--- config.mk ---
export PLATFORM = sky130hd
export DESIGN_NAME = sd_space_decoder
export DESIGN_NICKNAME = d
export VERILOG_FILES = /design/src/rtl/sd_pkg.sv /design/src/rtl/sd_endian_cfg.sv /design/src/rtl/sd_lane_swap.sv /design/src/rtl/sd_addr_split.sv /design/src/rtl/sd_space_decoder.sv
export SDC_FILE = /design/constraint.sdc
export NUM_CORES = 1
export LEC_CHECK = 0
export BUFFER_PORTS_ARGS = -buffer_cell sky130_fd_sc_hd__buf_2
export CAP_MARGIN = 20
export CORE_MARGIN = 3
export CORE_UTILIZATION = 47
export CTS_BUF_LIST = sky130_fd_sc_hd__clkbuf_8 sky130_fd_sc_hd__clkbuf_16
export CTS_CLUSTER_SIZE = 20
export DETAILED_ROUTE_END_ITERATION = 10
export PLACE_DENSITY = 0.8
export SLEW_MARGIN = 20
export SYNTH_ARGS = -nofsm -noshare
export SYNTH_HDL_FRONTEND = slang
export SYNTH_HIERARCHICAL = 1
export SYNTH_SLANG_ARGS = --single-unit
--- constraint.sdc ---
create_clock -name clk -period 2.64 [get_ports clk]
set_input_delay 0.792 -clock clk [delete_from_list [all_inputs] [get_ports clk]]
set_output_delay 0.792 -clock clk [all_outputs]
set_load 0.05 [all_outputs]
--- src/rtl/sd_pkg.sv ---
package sd_pkg;
  localparam int DATA_W = 16;
  localparam int NWIN_BE = 3;

  typedef enum logic [2:0] {
    W_CFG   = 3'd0,
    W_CTRL  = 3'd1,
    W_REGS  = 3'd2,
    W_MEM16 = 3'd3,
    W_MEM8  = 3'd4
  } win_e;

  typedef enum logic [2:0] {
    SP_IO    = 3'd0,
    SP_ID    = 3'd1,
    SP_INT   = 3'd2,
    SP_MEM16 = 3'd3,
    SP_MEM8  = 3'd4,
    SP_CTRL  = 3'd5,
    SP_CFG   = 3'd6
  } space_e;
endpackage

--- src/rtl/sd_endian_cfg.sv ---
module sd_endian_cfg
  import sd_pkg::*;
#(
  parameter logic [6:0] BASE_OFF = 7'h2B,
  parameter int         STRIDE   = 4
) (
  input  logic               clk,
  input  logic               rst_n,
  input  logic               wr_en,
  input  logic [6:0]         wr_addr,
  input  logic               wr_bit,
  input  logic [6:0]         rd_addr,
  output logic [NWIN_BE-1:0] be,
  output logic               rd_bit
);
  logic [NWIN_BE-1:0] be_q, be_d, rd_hit;

  for (genvar i = 0; i < NWIN_BE; i++) begin : g_bit
    localparam logic [6:0] OFF = BASE_OFF + 7'(STRIDE * i);
    always_comb begin
      be_d[i]   = be_q[i];
      if (wr_en && (wr_addr == OFF)) be_d[i] = wr_bit;
      rd_hit[i] = (rd_addr == OFF) && be_q[i];
    end
  end

  always_ff @(posedge clk or negedge rst_n) begin
    if (!rst_n) be_q <= '0;
    else if (wr_en) be_q <= be_d;
  end

  assign be     = be_q;
  assign rd_bit = |rd_hit;
endmodule

--- src/rtl/sd_lane_swap.sv ---
module sd_lane_swap #(
  parameter int LANES = 2
) (
  input  logic               en,
  input  logic [LANES*8-1:0] d,
  output logic [LANES*8-1:0] q
);
  logic [LANES*8-1:0] rev;
  for (genvar i = 0; i < LANES; i++) begin : g_lane
    assign rev[i*8 +: 8] = d[(LANES-1-i)*8 +: 8];
  end
  assign q = en ? rev : d;
endmodule

--- src/rtl/sd_addr_split.sv ---
module sd_addr_split
  import sd_pkg::*;
#(
  parameter int ADDR_W    = 25,
  parameter int SLOTS     = 4,
  parameter int M16_LSB   = 23,
  parameter int M8_LSB    = 22,
  localparam int SLOT_W   = $clog2(SLOTS),
  localparam int OFF_W    = M16_LSB
) (
  input  logic [2:0]         win,
  input  logic               size,
  input  logic [ADDR_W-1:0]  addr,
  input  logic [NWIN_BE-1:0] be,
  input  logic [SLOTS-1:0]   slot_present,
  output logic [SLOT_W-1:0]  slot,
  output logic [2:0]         space,
  output logic [OFF_W-1:0]   offset,
  output logic               present,
  output logic               swap,
  output logic               bad
);
  logic              be_win, mod_win;
  logic [ADDR_W-1:0] eff;

  always_comb begin
    unique case (win)
      W_CTRL:  be_win = be[0];
      W_REGS:  be_win = be[1];
      W_MEM16: be_win = be[2];
      default: be_win = 1'b0;
    endcase
    eff  = addr ^ ADDR_W'(be_win & ~size);
    swap = be_win & size;
  end

  always_comb begin
    bad     = 1'b0;
    mod_win = 1'b0;
    slot    = '0;
    space   = SP_CFG;
    offset  = '0;
    unique case (win)
      W_CFG: begin
        offset = OFF_W'(addr[6:0]);
      end
      W_CTRL: begin
        bad    = ~size;
        space  = SP_CTRL;
        offset = OFF_W'(addr[7:0]);
      end
      W_REGS: begin
        mod_win = 1'b1;
        slot    = eff[8 +: SLOT_W];
        unique case (eff[7:6])
          2'd2:    begin space = SP_ID;  offset = OFF_W'(eff[5:0]); end
          2'd3:    begin space = SP_INT; offset = OFF_W'(eff[5:0]); end
          default: begin space = SP_IO;  offset = OFF_W'(eff[6:0]); end
        endcase
      end
      W_MEM16: begin
        mod_win = 1'b1;
        slot    = eff[M16_LSB +: SLOT_W];
        space   = SP_MEM16;
        offset  = eff[OFF_W-1:0];
      end
      W_MEM8: begin
        mod_win = 1'b1;
        bad     = size;
        slot    = addr[M8_LSB +: SLOT_W];
        space   = SP_MEM8;
        offset  = OFF_W'(addr[M8_LSB-1:0]);
      end
      default: bad = 1'b1;
    endcase
    present = ~mod_win | slot_present[slot];
  end
endmodule

--- src/rtl/sd_space_decoder.sv ---
module sd_space_decoder
  import sd_pkg::*;
#(
  parameter int ADDR_W  = 25,
  parameter int SLOTS   = 4,
  parameter int M16_LSB = 23,
  parameter int M8_LSB  = 22,
  localparam int SLOT_W = $clog2(SLOTS),
  localparam int OFF_W  = M16_LSB,
  localparam int IRQ_W  = SLOTS * 2
) (
  input  logic              clk,
  input  logic              rst_n,
  input  logic              req_valid,
  input  logic              req_write,
  input  logic [2:0]        req_win,
  input  logic              req_size,
  input  logic [ADDR_W-1:0] req_addr,
  input  logic [15:0]       req_wdata,
  input  logic [SLOTS-1:0]  slot_present,
  input  logic [IRQ_W-1:0]  irq_status,
  input  logic [IRQ_W-1:0]  irq_edge,
  input  logic [15:0]       mod_rdata,
  input  logic [7:0]        cfg_byte,
  output logic              out_valid,
  output logic              out_write,
  output logic [SLOT_W-1:0] out_slot,
  output logic [2:0]        out_space,
  output logic [OFF_W-1:0]  out_offset,
  output logic [15:0]       out_wdata,
  output logic              out_drop,
  output logic              acc_err,
  output logic              ack_pulse,
  output logic [SLOT_W-1:0] ack_slot,
  output logic              ack_line,
  output logic [15:0]       host_rdata
);
  logic [NWIN_BE-1:0] be;
  logic               cfg_rd_bit, cfg_wr;
  logic [SLOT_W-1:0]  d_slot;
  logic [2:0]         d_space;
  logic [OFF_W-1:0]   d_offset;
  logic               d_present, d_swap, d_bad;
  logic [15:0]        d_wdata, rd_swapped;
  logic               ack_d, ack_line_d;
  logic [SLOT_W:0]    irq_idx;

  logic               r_rswap, r_cfg, r_cfgbit;

  assign cfg_wr = req_valid && req_write && (req_win == W_CFG);

  sd_endian_cfg u_cfg (
    .clk     (clk),
    .rst_n   (rst_n),
    .wr_en   (cfg_wr),
    .wr_addr (req_addr[6:0]),
    .wr_bit  (req_wdata[0]),
    .rd_addr (req_addr[6:0]),
    .be      (be),
    .rd_bit  (cfg_rd_bit)
  );

  sd_addr_split #(
    .ADDR_W (ADDR_W), .SLOTS (SLOTS), .M16_LSB (M16_LSB), .M8_LSB (M8_LSB)
  ) u_split (
    .win          (req_win),
    .size         (req_size),
    .addr         (req_addr),
    .be           (be),
    .slot_present (slot_present),
    .slot         (d_slot),
    .space        (d_space),
    .offset       (d_offset),
    .present      (d_present),
    .swap         (d_swap),
    .bad          (d_bad)
  );

  sd_lane_swap u_wswap (.en (d_swap),  .d (req_wdata), .q (d_wdata));
  sd_lane_swap u_rswap (.en (r_rswap), .d (mod_rdata), .q (rd_swapped));

  // next-state for the acknowledge strobe
  always_comb begin
    ack_line_d = d_offset[1];
    irq_idx    = {d_slot, ack_line_d};
    ack_d      = req_valid && !req_write && !d_bad && d_present &&
                 (d_space == SP_INT) && (d_offset[5:0] inside {6'd0, 6'd2}) &&
                 irq_status[irq_idx] && !irq_edge[irq_idx];
  end

  always_ff @(posedge clk or negedge rst_n) begin
    if (!rst_n) begin
      out_valid <= 1'b0;
      acc_err   <= 1'b0;
      ack_pulse <= 1'b0;
    end else begin
      out_valid <= req_valid && !d_bad;
      acc_err   <= req_valid && d_bad;
      ack_pulse <= ack_d;
    end
  end

  always_ff @(posedge clk or negedge rst_n) begin
    if (!rst_n) begin
      ack_slot <= '0;
      ack_line <= 1'b0;
    end else if (ack_d) begin
      ack_slot <= d_slot;
      ack_line <= ack_line_d;
    end
  end

  always_ff @(posedge clk or negedge rst_n) begin
    if (!rst_n) begin
      out_write  <= 1'b0;
      out_slot   <= '0;
      out_space  <= '0;
      out_offset <= '0;
      out_wdata  <= '0;
      out_drop   <= 1'b0;
      r_rswap    <= 1'b0;
      r_cfg      <= 1'b0;
      r_cfgbit   <= 1'b0;
    end else if (req_valid) begin
      out_write  <= req_write;
      out_slot   <= d_slot;
      out_space  <= d_space;
      out_offset <= d_offset;
      out_wdata  <= d_wdata;
      out_drop   <= !d_present;
      r_rswap    <= d_swap;
      r_cfg      <= (req_win == W_CFG);
      r_cfgbit   <= cfg_rd_bit;
    end
  end

  always_comb begin
    if (r_cfg)         host_rdata = {8'h00, cfg_byte | {7'b0, r_cfgbit}};
    else if (out_drop) host_rdata = '0;
    else               host_rdata = rd_swapped;
  end

  AST_ACK_READ_INT: assert property (@(posedge clk) disable iff (!rst_n)
    ack_pulse |-> (!out_write && out_space == SP_INT && out_valid));
  AST_ACK_NOT_DROPPED: assert property (@(posedge clk) disable iff (!rst_n)
    ack_pulse |-> !out_drop);
  AST_DROP_READS_ZERO: assert property (@(posedge clk) disable iff (!rst_n)
    (out_valid && out_drop && !r_cfg) |-> (host_rdata == 16'h0000));
  AST_ERR_NOT_VALID: assert property (@(posedge clk) disable iff (!rst_n)
    acc_err |-> (!out_valid && !ack_pulse));
  AST_MEM8_NO_SWAP: assert property (@(posedge clk) disable iff (!rst_n)
    (out_valid && out_space == SP_MEM8) |-> (out_wdata == $past(req_wdata)));
  AST_ERR_AFTER_BAD_CTRL: assert property (@(posedge clk) disable iff (!rst_n)
    (req_valid && req_win == W_CTRL && !req_size) |=> acc_err);
endmodule

=== Word-level counts from Yosys, hierarchy flattened ===
Index checks and enable logic that the tools add are counted.

* Flip-flop bits (word level): 58
* Input bits: 93

* $lt $le $gt $ge: 2
* Equality and inequality tests: 11
* Muxes and demuxes: 18
* Bitwise logic cells: 8
* Reduce and logical (&&, ||, !) cells: 31

{| class="wikitable"
|+ Operators by type and width
! cell !! number
|-
| case mux 23 bit (5 select lines) || 1
|-
| two-way mux 16 bit || 4
|-
| AND 1 x 25 -> 25 bit || 1
|-
| NOT 1 -> 25 bit || 1
|-
| bitwise XOR 25 bit || 1
|-
| == test 7 x 6 -> 1 bit (second input constant) || 3
|-
| logical AND 1 bit || 17
|-
| case mux 3 bit (4 select lines) || 1
|-
| == test 3 x 2 -> 1 bit (second input constant) || 3
|-
| OR reduction 3 bit || 3
|-
| OR 8 x 1 -> 8 bit || 1
|-
| two-way mux 7 bit || 1
|-
| binary-select mux 1 bit (select 3 bit) || 2
|-
| == test 6 x 2 -> 1 bit (second input constant) || 1
|-
| logical NOT 6 bit || 1
|-
| case mux 1 bit (3 select lines) || 2
|-
| case mux 2 bit (3 select lines) || 1
|-
| AND reduction 2 bit || 3
|-
| == test 2 bit (second input constant) || 2
|-
| logical NOT 1 bit || 4
|-
| less-than comparator 3 x 4 -> 1 bit (second input constant) || 1
|-
| two-way mux 1 bit || 4
|-
| case mux 2 bit (2 select lines) || 1
|-
| == test 3 x 1 -> 1 bit (second input constant) || 1
|-
| other kinds (9) || 10
|}

=== Longest topological paths before layout ===
Gate-level depths: netlist of run 1.

* Depth in word-level cells: 13
* Mapped depth: 10
* Mapped depth without buffers: 8

=== Modules after synthesis ===
Netlist of run 1, hierarchy kept.

{| class="wikitable"
|+ Modules (own cells, without submodules)
! module !! instances !! cells each !! area an instance (um2) !! sequential area each (um2)
|-
| sd_space_decoder || 1 || 163 || 2346.0 || 1376.3
|-
| sd_lane_swap || 2 || 18 || 249.0 || 0.0
|-
| sd_addr_split || 1 || 69 || 450.4 || 0.0
|-
| sd_endian_cfg || 1 || 19 || 196.4 || 75.1
|}

=== Worst setup path before layout of run 1 ===
OpenSTA, ideal clock, no wires.

* Path type: input to register
* Start: in req_win[2]
* End: reg ack_line
* Arrival time: 3.031 ns
* Required time: 2.512 ns
* Setup slack: -0.518 ns
* Stages: 10
* Buffers on the path: 2
* Cells stage by stage: buf_2 buf_2 nand3b_1 o211ai_1 nor2_1 a22oi_1 or4b_1 nor4_2 a22oi_1 mux2_1

* Elaborated cells between the ends (all ways): 36
* Classes of those cells: eq/ne (6); mux (13); bitwise (4); reduce/logical (13)

{| class="wikitable"
|+ RTL lines
! item !! RTL line !! RTL
|-
| start: declaration || sd_space_decoder.sv:16 || <nowiki>input logic [2:0] req_win,</nowiki>
|-
| == test 3 bit or == test 3 x 2 -> 1 bit (tied branches) || sd_addr_split.sv:43 || <nowiki>unique case (win)</nowiki>
|-
| case mux 2 bit (3 select lines) * || sd_addr_split.sv:43 ||
|-
| net d_slot[0] || sd_space_decoder.sv:40 || <nowiki>logic [SLOT_W-1:0] d_slot;</nowiki>
|-
| binary-select mux 1 bit (select 2 bit) * || sd_addr_split.sv:76 || <nowiki>present = ~mod_win | slot_present[slot];</nowiki>
|-
| two-way mux 1 bit (not written as such) * || sd_addr_split.sv:76 ||
|-
| OR 1 bit * || sd_addr_split.sv:76 ||
|-
| net d_present || sd_space_decoder.sv:43 || <nowiki>logic d_present, d_swap, d_bad;</nowiki>
|-
| logical AND 1 bit * (2 in a row) || sd_space_decoder.sv:86 || <nowiki>ack_d = req_valid && !req_write && !d_bad && d_present &&</nowiki>
|-
| logical AND 1 bit * (2 in a row) || sd_space_decoder.sv:87 || <nowiki>(d_space == SP_INT) && (d_offset[5:0] inside {6'd0, 6'd2}) &&</nowiki>
|-
| logical AND 1 bit * || sd_space_decoder.sv:88 || <nowiki>irq_status[irq_idx] && !irq_edge[irq_idx];</nowiki>
|-
| end signal: assignment || sd_space_decoder.sv:109 || <nowiki>ack_line <= ack_line_d;</nowiki>
|-
| end: declaration || sd_space_decoder.sv:35 || <nowiki>output logic ack_line,</nowiki>
|}

Mark *: on every way through the listed nets, which the timed path passes. The rest lies on a longest branch. The select of a mux whose other input is x is not followed.
A chain may end at the register's enable or synchronous reset.

=== Worst setup path after layout of run 1 ===
* Start: in req_win[1]
* End: reg ack_line

* Word-level cells in the longest chain between the ends: 11
* Elaborated cells between the ends (all ways): 36
* Classes of those cells: eq/ne (6); mux (13); bitwise (4); reduce/logical (13)

{| class="wikitable"
|+ Ends and longest elaborated chain
! item !! RTL line !! RTL
|-
| == test 3 x 2 -> 1 bit or == test 3 x 1 -> 1 bit (tied branches) || sd_addr_split.sv:27, sd_addr_split.sv:43 ||
|-
| case mux 1 bit (3 select lines) || sd_addr_split.sv:27 || <nowiki>unique case (win)</nowiki>
|-
| AND 1 x 25 -> 25 bit || sd_addr_split.sv:33 || <nowiki>eff = addr ^ ADDR_W'(be_win & ~size);</nowiki>
|-
| bitwise XOR 25 bit || sd_addr_split.sv:33 ||
|-
| two-way mux 7 bit || sd_addr_split.sv:55 || <nowiki>unique case (eff[7:6])</nowiki>
|-
| case mux 23 bit (5 select lines) * || sd_addr_split.sv:43 ||
|-
| net d_offset[0] || sd_space_decoder.sv:42 || <nowiki>logic [OFF_W-1:0] d_offset;</nowiki>
|-
| == test 6 x 2 -> 1 bit or logical NOT 6 bit (tied branches) || sd_space_decoder.sv:87 ||
|-
| nonzero test 2 bit * || sd_space_decoder.sv:87 ||
|-
| logical AND 1 bit * (2 in a row) || sd_space_decoder.sv:87 ||
|-
| logical AND 1 bit * || sd_space_decoder.sv:88 ||
|}

Marks and branches as above.

==> results.json, run 1 <==
{
  "drive_gt1_share_pct": 64.2,
  "layout_common_cells": "156 x buf_2, 62 x mux2_2, 58 x dfrtp_1",
  "wl_per_cell_um": 15.0,
  "rsz0062_at_grt": "yes",
  "final_cell_area_um2": 4840,
  "coreArea_um2": 6980,
  "power_mw": 2.64,
  "dp_hpwl_mm": 6.70,
  "clkSlewWorstSetupHoldPaths_ns": 0.07,
  "drtIter0Drc": 109,
  "routed_wirelength_mm": 8.59,
  "cp_max_fo": 8,
  "postCtsHoldBufs": 0,
  "rows": 30,
  "clk_path_buf_depth": 2,
  "power.leakage_nw": 2.46,
  "dieArea_um2": 8500,
  "swShare_pct": 35.3,
  "power.density_nw_per_um2": 545,
  "finalHoldViolations": 0,
  "dr_total_vias": 2941,
  "fin_ws_ns": -0.0844,
  "syn_inst": 287,
  "dpl_worst_slack_ns": -0.502,
  "status": "complete, but fails checks",
  "die_y_um": 92.2,
  "synth-seq-area-share_pct": 41.6,
  "syn_area_um2": 3490,
  "wl_met1_mm": 3.50,
  "violations": "negative setup slack",
  "clock_latency_ns": 0.32,
  "nNetsFinal": 563,
  "p_int_mw": 1.71,
  "final_common_cell": "buf_2",
  "wl_met2_mm": 4.21,
  "fill_cells": 547,
  "area_delta_synth_final_pct": 38.8,
  "ys_types": 42,
  "period_needed_ns": 2.72,
  "routed.top_layer": "met4",
  "power_frac_comb_pct": 31.4,
  "arrival_ns": 2.93,
  "switchingPower_mw": 0.932,
  "grtUsageTotal_pct": 20.2,
  "multi_input_area_um2": 1960,
  "post-route-period-util_pct": 103,
  "drt_first_pass_iters": 4,
  "cp-end-kind": "register",
  "avgViaCountPerCell": 5.15,
  "die_x_um": 92.2,
  "grt_max_degree": 53,
  "clockPowerShare_pct": 31.0,
  "cts-root-buf": "clkbuf_8",
  "ioPinCount": 161,
  "clock-sinks": 58,
  "ys_ff_latch": 58,
  "avgSynthCellArea_um2": 12.2,
  "setup_violations": 2,
  "ff_latch_area_um2": 1450,
  "drc": 0,
  "yosys_warnings": 6,
  "skew_ns": 0.00518,
  "gp_congestion": 0.837,
  "grt_pass1_wl_mm": 13.9,
  "hold_path.class": "in2async",
  "p_seq_share_pct": 37.5,
  "cts_buffers": 9,
  "drv_slew": 0,
  "grt.overflow.total": 0,
  "start_util_pct": 50.0,
  "worst_pin_slew_ns": 0.653,
  "cap_violations": 0,
  "placed_area_um2": 4560,
  "grt_pass1_vias": 2966,
  "maxSlewHeadroom_pct": 56.5,
  "portBuffers": 160,
  "ir_worst_vdd_uv": 434,
  "max_freq_mhz": 367,
  "syn_nets": 380,
  "cts_tree": "built",
  "diodes": 0,
  "antenna_found_initial": 0,
  "critPathKind": "in2reg",
  "critPathRequiredTime_ns": 2.85,
  "start_kind": "primary input",
  "wl_met3_um": 813,
  "h-tree-depth": 3,
  "postRouteAntennaNets": 0
}
## cell families (layout without fill, tap and decap cells)
logic type	count (synthesis)	after routing	synth area share (%)
compound gates	28	28	5.52
buf+inv	24	212	4.34
flops	58	58	41.6
mux	93	93	32.8
simple gates	84	84	15.8
## power groups by stage
stage               Combinational, mW  Clock (mW)  Sequential [mW]
global placement                0.805           0             1.01
detailed placement              0.819           0             1.01
CTS                             0.833       0.846            0.993
floorplan                       0.320           0             1.24
global route                    0.878       0.888             1.00
finish                          0.830       0.820            0.992
## cells in the mapped netlist
cell | n | area (um2)
a211oi_2 | 1 | 12.5
a21oi_1 | 6 | 30.0
a22o_1 | 7 | 61.3
a22oi_1 | 3 | 22.5
a31oi_1 | 1 | 6.26
and2_1 | 15 | 93.8
and3_1 | 2 | 12.5
and4b_1 | 1 | 10.0
buf_12 | 2 | 40.0
buf_2 | 2 | 10.0
buf_4 | 1 | 7.51
buf_6 | 3 | 33.8
clkbuf_1 | 9 | 33.8
dfrtp_1 | 58 | 1450
inv_1 | 7 | 26.3
mux2_1 | 4 | 45.0
mux2_2 | 62 | 698
mux2_4 | 21 | 315
mux2i_1 | 4 | 40.0
mux4_2 | 2 | 45.0
nand2_1 | 6 | 22.5
nand2_2 | 1 | 6.26
nand2b_1 | 2 | 12.5
nand3_1 | 1 | 5.00
nand3b_1 | 3 | 22.5
nand4b_1 | 4 | 35.0
nand4bb_1 | 1 | 11.3
nor2_1 | 8 | 30.0
nor2b_1 | 25 | 156
nor3_1 | 4 | 20.0
nor3b_1 | 1 | 7.51
nor4_1 | 1 | 6.26
nor4_2 | 2 | 25.0
nor4bb_1 | 2 | 20.0
o211ai_1 | 2 | 15.0
o21a_1 | 1 | 7.51
o21ai_0 | 6 | 30.0
o31ai_1 | 1 | 7.51
or4b_1 | 2 | 20.0
or4b_2 | 1 | 10.0
or4b_4 | 1 | 13.8
or4bb_1 | 1 | 11.3
## worst max-delay path: stages
cell	delay [ns]
buf_8	0.10
buf_12	0.12
mux2i_1	0.11
mux2_4	0.29
o211ai_1	0.16
nand3_1	0.13
or4b_4	0.58
nor4_4	0.18
a22oi_2	0.15
mux2_4	0.31
## through the flow
step	TNS, ns	util (%)	hold slack, ns	instances
4_1_cts	-0.190	69.3	0.415	571
3_5_place_dp	-3.05	65.3	0.480	554
3_3_place_gp	-2.49	65.3	0.478	554
2_1_floorplan	-0.728	-	0.475	287
5_1_grt	-0.342	69.4	0.433	571
6_report	-0.165	69.4	0.415	571
## timing repair
item                                    in CTS  in global routing
buffers inserted                             1                  0
pin swaps                                    9                  0
endpoints found under the setup margin       3                  3
resized for setup                           16                  2
cloned                                       0                  0
## metal layers
layer,up-vias,GRT usage [%]
met2,137,35.4
met5,-,0
met3,7,5.58
li1,1410,-
met1,1387,24.6
met4,0,5.20
## layout make-up
class / instances / share of cell area, %
timing repair buffer: 189 / 22.3
inverter: 7 / 0.542
clock inverter: 6 / 1.37
clock buffer: 10 / 2.84
sequential: 58 / 30.0
multi-input combinational: 205 / 40.5
tap: 96 / 2.48
## sequential cells by signal, summed over array words and instances, names as in the netlist
signal / count
acc_err: 1
ack_line: 1
ack_pulse: 1
ack_slot: 2
out_drop: 1
out_offset: 23
out_slot: 2
out_space: 3
out_valid: 1
out_wdata: 16
out_write: 1
r_cfg: 1
r_cfgbit: 1
r_rswap: 1
u_cfg/be: 3
## worst paths after layout
kind | startpoint | endpoint | slack, ns | depth (start not counted)
max reg2reg | u_cfg/be[2]$_DFFE_PN0P_ | ack_line$_DFFE_PN0P_ | 0.26 | 8
max | req_win[1] | ack_line$_DFFE_PN0P_ | -0.08 | 10
min in group clk | out_wdata[6]$_DFFE_PN0P_ | out_wdata[6]$_DFFE_PN0P_ | 0.50 | 1
min | rst_n | out_offset[22]$_DFFE_PN0P_ | 0.42 | 1
min reg2reg | out_wdata[6]$_DFFE_PN0P_ | out_wdata[6]$_DFFE_PN0P_ | 0.50 | 1
max in group asynchronous | rst_n | acc_err$_DFF_PN0_ | 1.59 | 2
Note: power is estimated with default switching activity, not from simulation.
==> inputs of run 2 (changes only) <==
- clock period: 2.64 -> 2.83 ns (I/O delays scaled with it)
==> results.json, run 2 (synthesized netlist as in run 1, its figures left out) <==
{
  "rows": 30,
  "start_kind": "primary input",
  "final_common_cell": "buf_2",
  "power_mw": 2.72,
  "max_freq_mhz": 358,
  "largest_register_ffs": 23,
  "grt_util_met3_pct": 6.89,
  "cts_tree": "built",
  "nNetsFinal": 562,
  "crit_top_cell": "mux2_4",
  "dpl_worst_slack_ns": -0.383,
  "cts-root-buf": "clkbuf_8",
  "p_seq_share_pct": 34.0,
  "portBuffers": 160,
  "placed_area_um2": 4550,
  "setup_tns_ns": 0,
  "cts_buffers": 9,
  "final_cells": 570,
  "finalHoldViolations": 0,
  "cp-end-kind": "register",
  "start_util_pct": 50.0,
  "dr_total_vias": 2962,
  "avgViaCountPerCell": 5.20,
  "die_x_um": 92.2,
  "dp_cells": 552,
  "final_cell_area_um2": 4910,
  "clockPowerShare_pct": 37.4,
  "drtIter0Drc": 117,
  "grtUsageMet1_pct": 23.7,
  "drive_gt1_share_pct": 64.1,
  "maxSlewHeadroom_pct": 57.1,
  "hold_path.class": "in2async",
  "layout_common_cells": "157 x buf_2, 62 x mux2_2, 58 x dfrtp_1",
  "top_regs": "out_offset: 23 flops, out_wdata: 16 flops",
  "dp_hpwl_mm": 6.55,
  "die_y_um": 92.2,
  "crit_start": "req_win[1]",
  "grtUsageTotal_pct": 20.6,
  "routed_wirelength_mm": 8.59,
  "skew_ns": 0.00521,
  "drv_slew": 0,
  "ff_latch_area_um2": 1450,
  "clkSlewWorstSetupHoldPaths_ns": 0.07,
  "period_needed_ns": 2.79,
  "postCtsHoldBufs": 0,
  "cp_max_fo": 8,
  "status": "finished clean",
  "area_delta_synth_final_pct": 40.8,
  "clock-sinks": 58,
  "switchingPower_mw": 0.859,
  "p_int_mw": 1.86,
  "slowest_stage": "or4b_4",
  "setup_violations": 0,
  "ir_worst_vdd_uv": 312,
  "critPathRequiredTime_ns": 3.05,
  "drc": 0,
  "grt_pass1_wl_mm": 14.0,
  "post-route-period-util_pct": 98.6,
  "worst_pin_slew_ns": 0.643,
  "critPathKind": "in2reg",
  "rsz0062_at_grt": "yes",
  "reg2reg_depth": 8,
  "ioPinCount": 161,
  "h-tree-depth": 3,
  "diodes": 0,
  "swShare_pct": 31.6,
  "arrival_ns": 3.01,
  "top_register": "out_offset",
  "antenna_found_initial": 0,
  "timing.rr.start": "u_cfg/be[2]$_DFFE_PN0P_",
  "power.density_nw_per_um2": 553,
  "drt_first_pass_iters": 4,
  "power.leakage_nw": 2.51,
  "multi_input_area_um2": 1970,
  "power_frac_comb_pct": 28.6,
  "clk_path_buf_depth": 2,
  "grt_max_degree": 59,
  "use_met2_pct": 35.6,
  "crit_end": "ack_slot[0]$_DFFE_PN0P_",
  "grt.overflow.total": 0,
  "coreArea_um2": 6980,
  "busiest_layer": "met2",
  "fin_ws_ns": 0.0389,
  "cap_violations": 0,
  "r2r-end": "ack_slot[0]$_DFFE_PN0P_",
  "clock_latency_ns": 0.33,
  "gp_congestion": 0.852,
  "cp_slowest_stage_delay_ns": 0.54,
  "postRouteAntennaNets": 0,
  "rrSetupSlack_ns": 0.45,
  "grt_pass1_vias": 3011,
  "dieArea_um2": 8500,
  "wl_per_cell_um": 15.1,
  "cp_cell_sequence": "buf_8 -> buf_12 -> mux2i_1 -> mux2_4 -> o211ai_1 -> nand3_1 -> or4b_4 -> nor4_4 -> a22oi_2 -> mux2_4",
  "fill_cells": 545
}
run 2: cell count changes in the layout (fill, tap and decap cells not counted), sizes merged:
cell,delta
buf,-1
clkinvlp,-3
bufinv,+3
clkinv,-1
inv,+1
run 2: through the flow:
| step | hold slack [ns] | util [%] |
|---|---|---|
| after floorplan | 0.475 | - |
| after global placement | 0.478 | 65.2 |
| after detailed placement | 0.480 | 65.2 |
| after CTS | 0.495 | 69.1 |
| after global routing | 0.521 | 70.4 |
| final | 0.497 | 70.4 |
run 2: worst max-delay path, delay by kind of cell:
family | cells | cell delay (ns)
AND/OR/NAND/NOR | 3 | 0.92
AO/OA/AOI/OAI | 2 | 0.31
multiplexers | 3 | 0.70
buffers and inverters | 2 | 0.22
run 2: layer usage:
metal | wire length (um) | vias up | share of wire (%)
met5 | 0 | - | 0
met4 | 62 | 0 | 0.72
met3 | 826 | 6 | 9.6
met2 | 4330 | 124 | 50
met1 | 3370 | 1428 | 39
li1 | - | 1404 | -
run 2: worst min-delay path by stage:
stage	end	slack, ns	cells after the start
6_report	out_offset[11]$_DFFE_PN0P_	0.50	2
5_1_grt	out_offset[11]$_DFFE_PN0P_	0.52	2
4_1_cts	ack_line$_DFFE_PN0P_	0.50	1
3_5_place_dp	ack_line$_DFFE_PN0P_	0.48	1
3_3_place_gp	ack_slot[0]$_DFFE_PN0P_	0.48	1
2_1_floorplan	r_cfgbit$_DFFE_PN0P_	0.48	1
run 2: what timing repair did:
action | in CTS | in global routing
endpoints found under the setup margin | 2 | 2
resized for setup | 0 | 21
pin swaps | 1 | 7
setup buffers | 0 | 2
run 2: layout make-up:
cell class | instances | area share, %
inverter | 7 | 0.535
sequential | 58 | 29.5
clock inverter | 6 | 2.62
timing repair buffer | 188 | 22.0
tap | 96 | 2.44
clock buffer | 10 | 2.80
multi-input combinational | 205 | 40.0
run 2: power by group through the flow:
stage	Clock, mW	Sequential, mW	Combinational [mW]
finish	1.02	0.926	0.777
global route	1.08	0.936	0.825
CTS	1.04	0.927	0.766
detailed placement	0	0.942	0.764
global placement	0	0.937	0.752
floorplan	0	1.16	0.298
==> inputs of run 3 (changes only) <==
- CORE_ASPECT_RATIO: not set -> 1.1
==> results.json, run 3 (synthesized netlist as in run 1, its figures left out) <==
{
  "switchingPower_mw": 0.864,
  "ioPinCount": 161,
  "maxSlewHeadroom_pct": 58.2,
  "dp_cells": 545,
  "power_mw": 2.48,
  "power_frac_comb_pct": 31.4,
  "top_register": "out_offset",
  "grt_pass1_wl_mm": 13.8,
  "clock_latency_ns": 0.33,
  "drt_first_pass_iters": 4,
  "rsz0062_at_grt": "yes",
  "top_regs": "out_offset: 23 flops, out_wdata: 16 flops",
  "coreArea_um2": 7130,
  "drc": 0,
  "max_freq_mhz": 358,
  "antenna_found_initial": 0,
  "grt_max_degree": 53,
  "critPathRequiredTime_ns": 3.04,
  "cp_max_fo": 6,
  "area_delta_synth_final_pct": 39.0,
  "layout_common_cells": "159 x buf_2, 62 x mux2_2, 58 x dfrtp_1",
  "dieArea_um2": 8500,
  "rows": 32,
  "status": "finished clean",
  "final_common_cell": "buf_2",
  "holdCritStartpoint": "out_offset[17]$_DFFE_PN0P_",
  "h-tree-depth": 3,
  "drive_gt1_share_pct": 64.2,
  "whs_path_depth": 1,
  "swShare_pct": 34.8,
  "cp-end-kind": "register",
  "largest_register_ffs": 23,
  "clockPowerShare_pct": 31.3,
  "diodes": 0,
  "worst_pin_slew_ns": 0.626,
  "p_seq_share_pct": 37.4,
  "power.density_nw_per_um2": 511,
  "cts_tree": "built",
  "avgViaCountPerCell": 5.33,
  "routed_wirelength_mm": 9.04,
  "finalHoldViolations": 0,
  "clk_path_buf_depth": 2,
  "cap_violations": 0,
  "postCtsHoldBufs": 0,
  "cts-root-buf": "clkbuf_8",
  "timing.rr.start": "u_cfg/be[2]$_DFFE_PN0P_",
  "grt_pass1_vias": 3093,
  "period_needed_ns": 2.79,
  "gp_congestion": 0.819,
  "start_kind": "primary input",
  "start_util_pct": 49.0,
  "grt.overflow.total": 0,
  "skew_ns": 0.00732,
  "ir_worst_vdd_uv": 342,
  "portBuffers": 160,
  "hold_end": "out_offset[17]$_DFFE_PN0P_",
  "power.leakage_nw": 2.49,
  "clkSlewWorstSetupHoldPaths_ns": 0.07,
  "drv_slew": 0,
  "dp_hpwl_mm": 7.07,
  "drtIter0Drc": 60,
  "final_cell_area_um2": 4850,
  "die_x_um": 88.2,
  "placed_area_um2": 4570,
  "die_y_um": 96.4,
  "r2r-end": "ack_line$_DFFE_PN0P_",
  "p_int_mw": 1.62,
  "setup_violations": 0,
  "reg2reg_depth": 8,
  "nNetsFinal": 567,
  "arrival_ns": 3.01,
  "postRouteAntennaNets": 0,
  "hold_path.class": "reg2reg",
  "dr_total_vias": 2998,
  "final_cells": 563,
  "clock-sinks": 58,
  "rrSetupSlack_ns": 0.43,
  "critPathKind": "in2reg",
  "grtUsageTotal_pct": 21.1,
  "wl_per_cell_um": 16.1,
  "cts_buffers": 9,
  "post-route-period-util_pct": 98.7
}
==> run 3: layer usage <==
layer | up-vias | GRT usage, % | routed length [um]
li1 | 1415 | - | -
met1 | 1446 | 21.7 | 3400
met2 | 120 | 39.7 | 4770
met3 | 17 | 5.85 | 714
met4 | 0 | 8.69 | 151
met5 | - | 0 | 0
==> run 3: timing repair <==
| item | in CTS | in global routing |
|---|---|---|
| pin swaps | 6 | 6 |
| buffers inserted | 0 | 3 |
| gates resized for setup | 8 | 5 |
| setup endpoints to repair | 2 | 3 |
==> run 3: worst max-delay path by stage <==
stage | cells past startpoint | from | to | slack (ns)
6_report | 10 | req_win[1] | ack_line$_DFFE_PN0P_ | 0.04
5_1_grt | 10 | req_win[1] | ack_slot[0]$_DFFE_PN0P_ | -0.08
4_1_cts | 10 | req_win[0] | ack_line$_DFFE_PN0P_ | 0.008
3_5_place_dp | 10 | req_win[1] | ack_slot[0]$_DFFE_PN0P_ | -0.36
3_3_place_gp | 9 | req_win[1] | ack_line$_DFFE_PN0P_ | -0.32
2_1_floorplan | 10 | req_win[2] | ack_line$_DFFE_PN0P_ | -0.16
==> run 3: worst max-delay path: stages <==
cell	delay (ns)
buf_8	0.10
buf_12	0.12
mux2i_1	0.11
mux2_4	0.28
o211ai_1	0.18
nand3_1	0.11
or4b_4	0.54
nor4_4	0.28
a22oi_2	0.13
mux2_4	0.31
==> run 3: area by class of cell <==
type | count | area (um2)
Inverter | 7 | 26.3
Multi-Input combinational cell | 205 | 1960
Clock buffer | 11 | 151
Tap cell | 85 | 106
Clock inverter | 4 | 51.3
Sequential cell | 58 | 1450
Timing Repair Buffer | 193 | 1110
Fill cell | 561 | 2270
==> run 3: per-stage QoR <==
step | hold WS [ns] | setup TNS (ns) | setup slack (ns) | util (%)
6_report | 0.503 | 0 | 0.0372 | 68.1
2_1_floorplan | 0.475 | -0.329 | -0.156 | -
4_1_cts | 0.506 | 0 | 0.00811 | 67.5
3_5_place_dp | 0.488 | -1.15 | -0.364 | 64.1
5_1_grt | 0.512 | -0.181 | -0.0843 | 68.1
3_3_place_gp | 0.485 | -0.905 | -0.315 | 64.1
==> run 3: power by group through the flow <==
stage,Sequential [mW],Combinational [mW],Clock (mW)
after floorplan,1.16,0.298,0
after global placement,0.938,0.755,0
after detailed placement,0.942,0.770,0
after CTS,0.928,0.777,0.798
after global routing,0.935,0.823,0.833
final,0.926,0.778,0.776
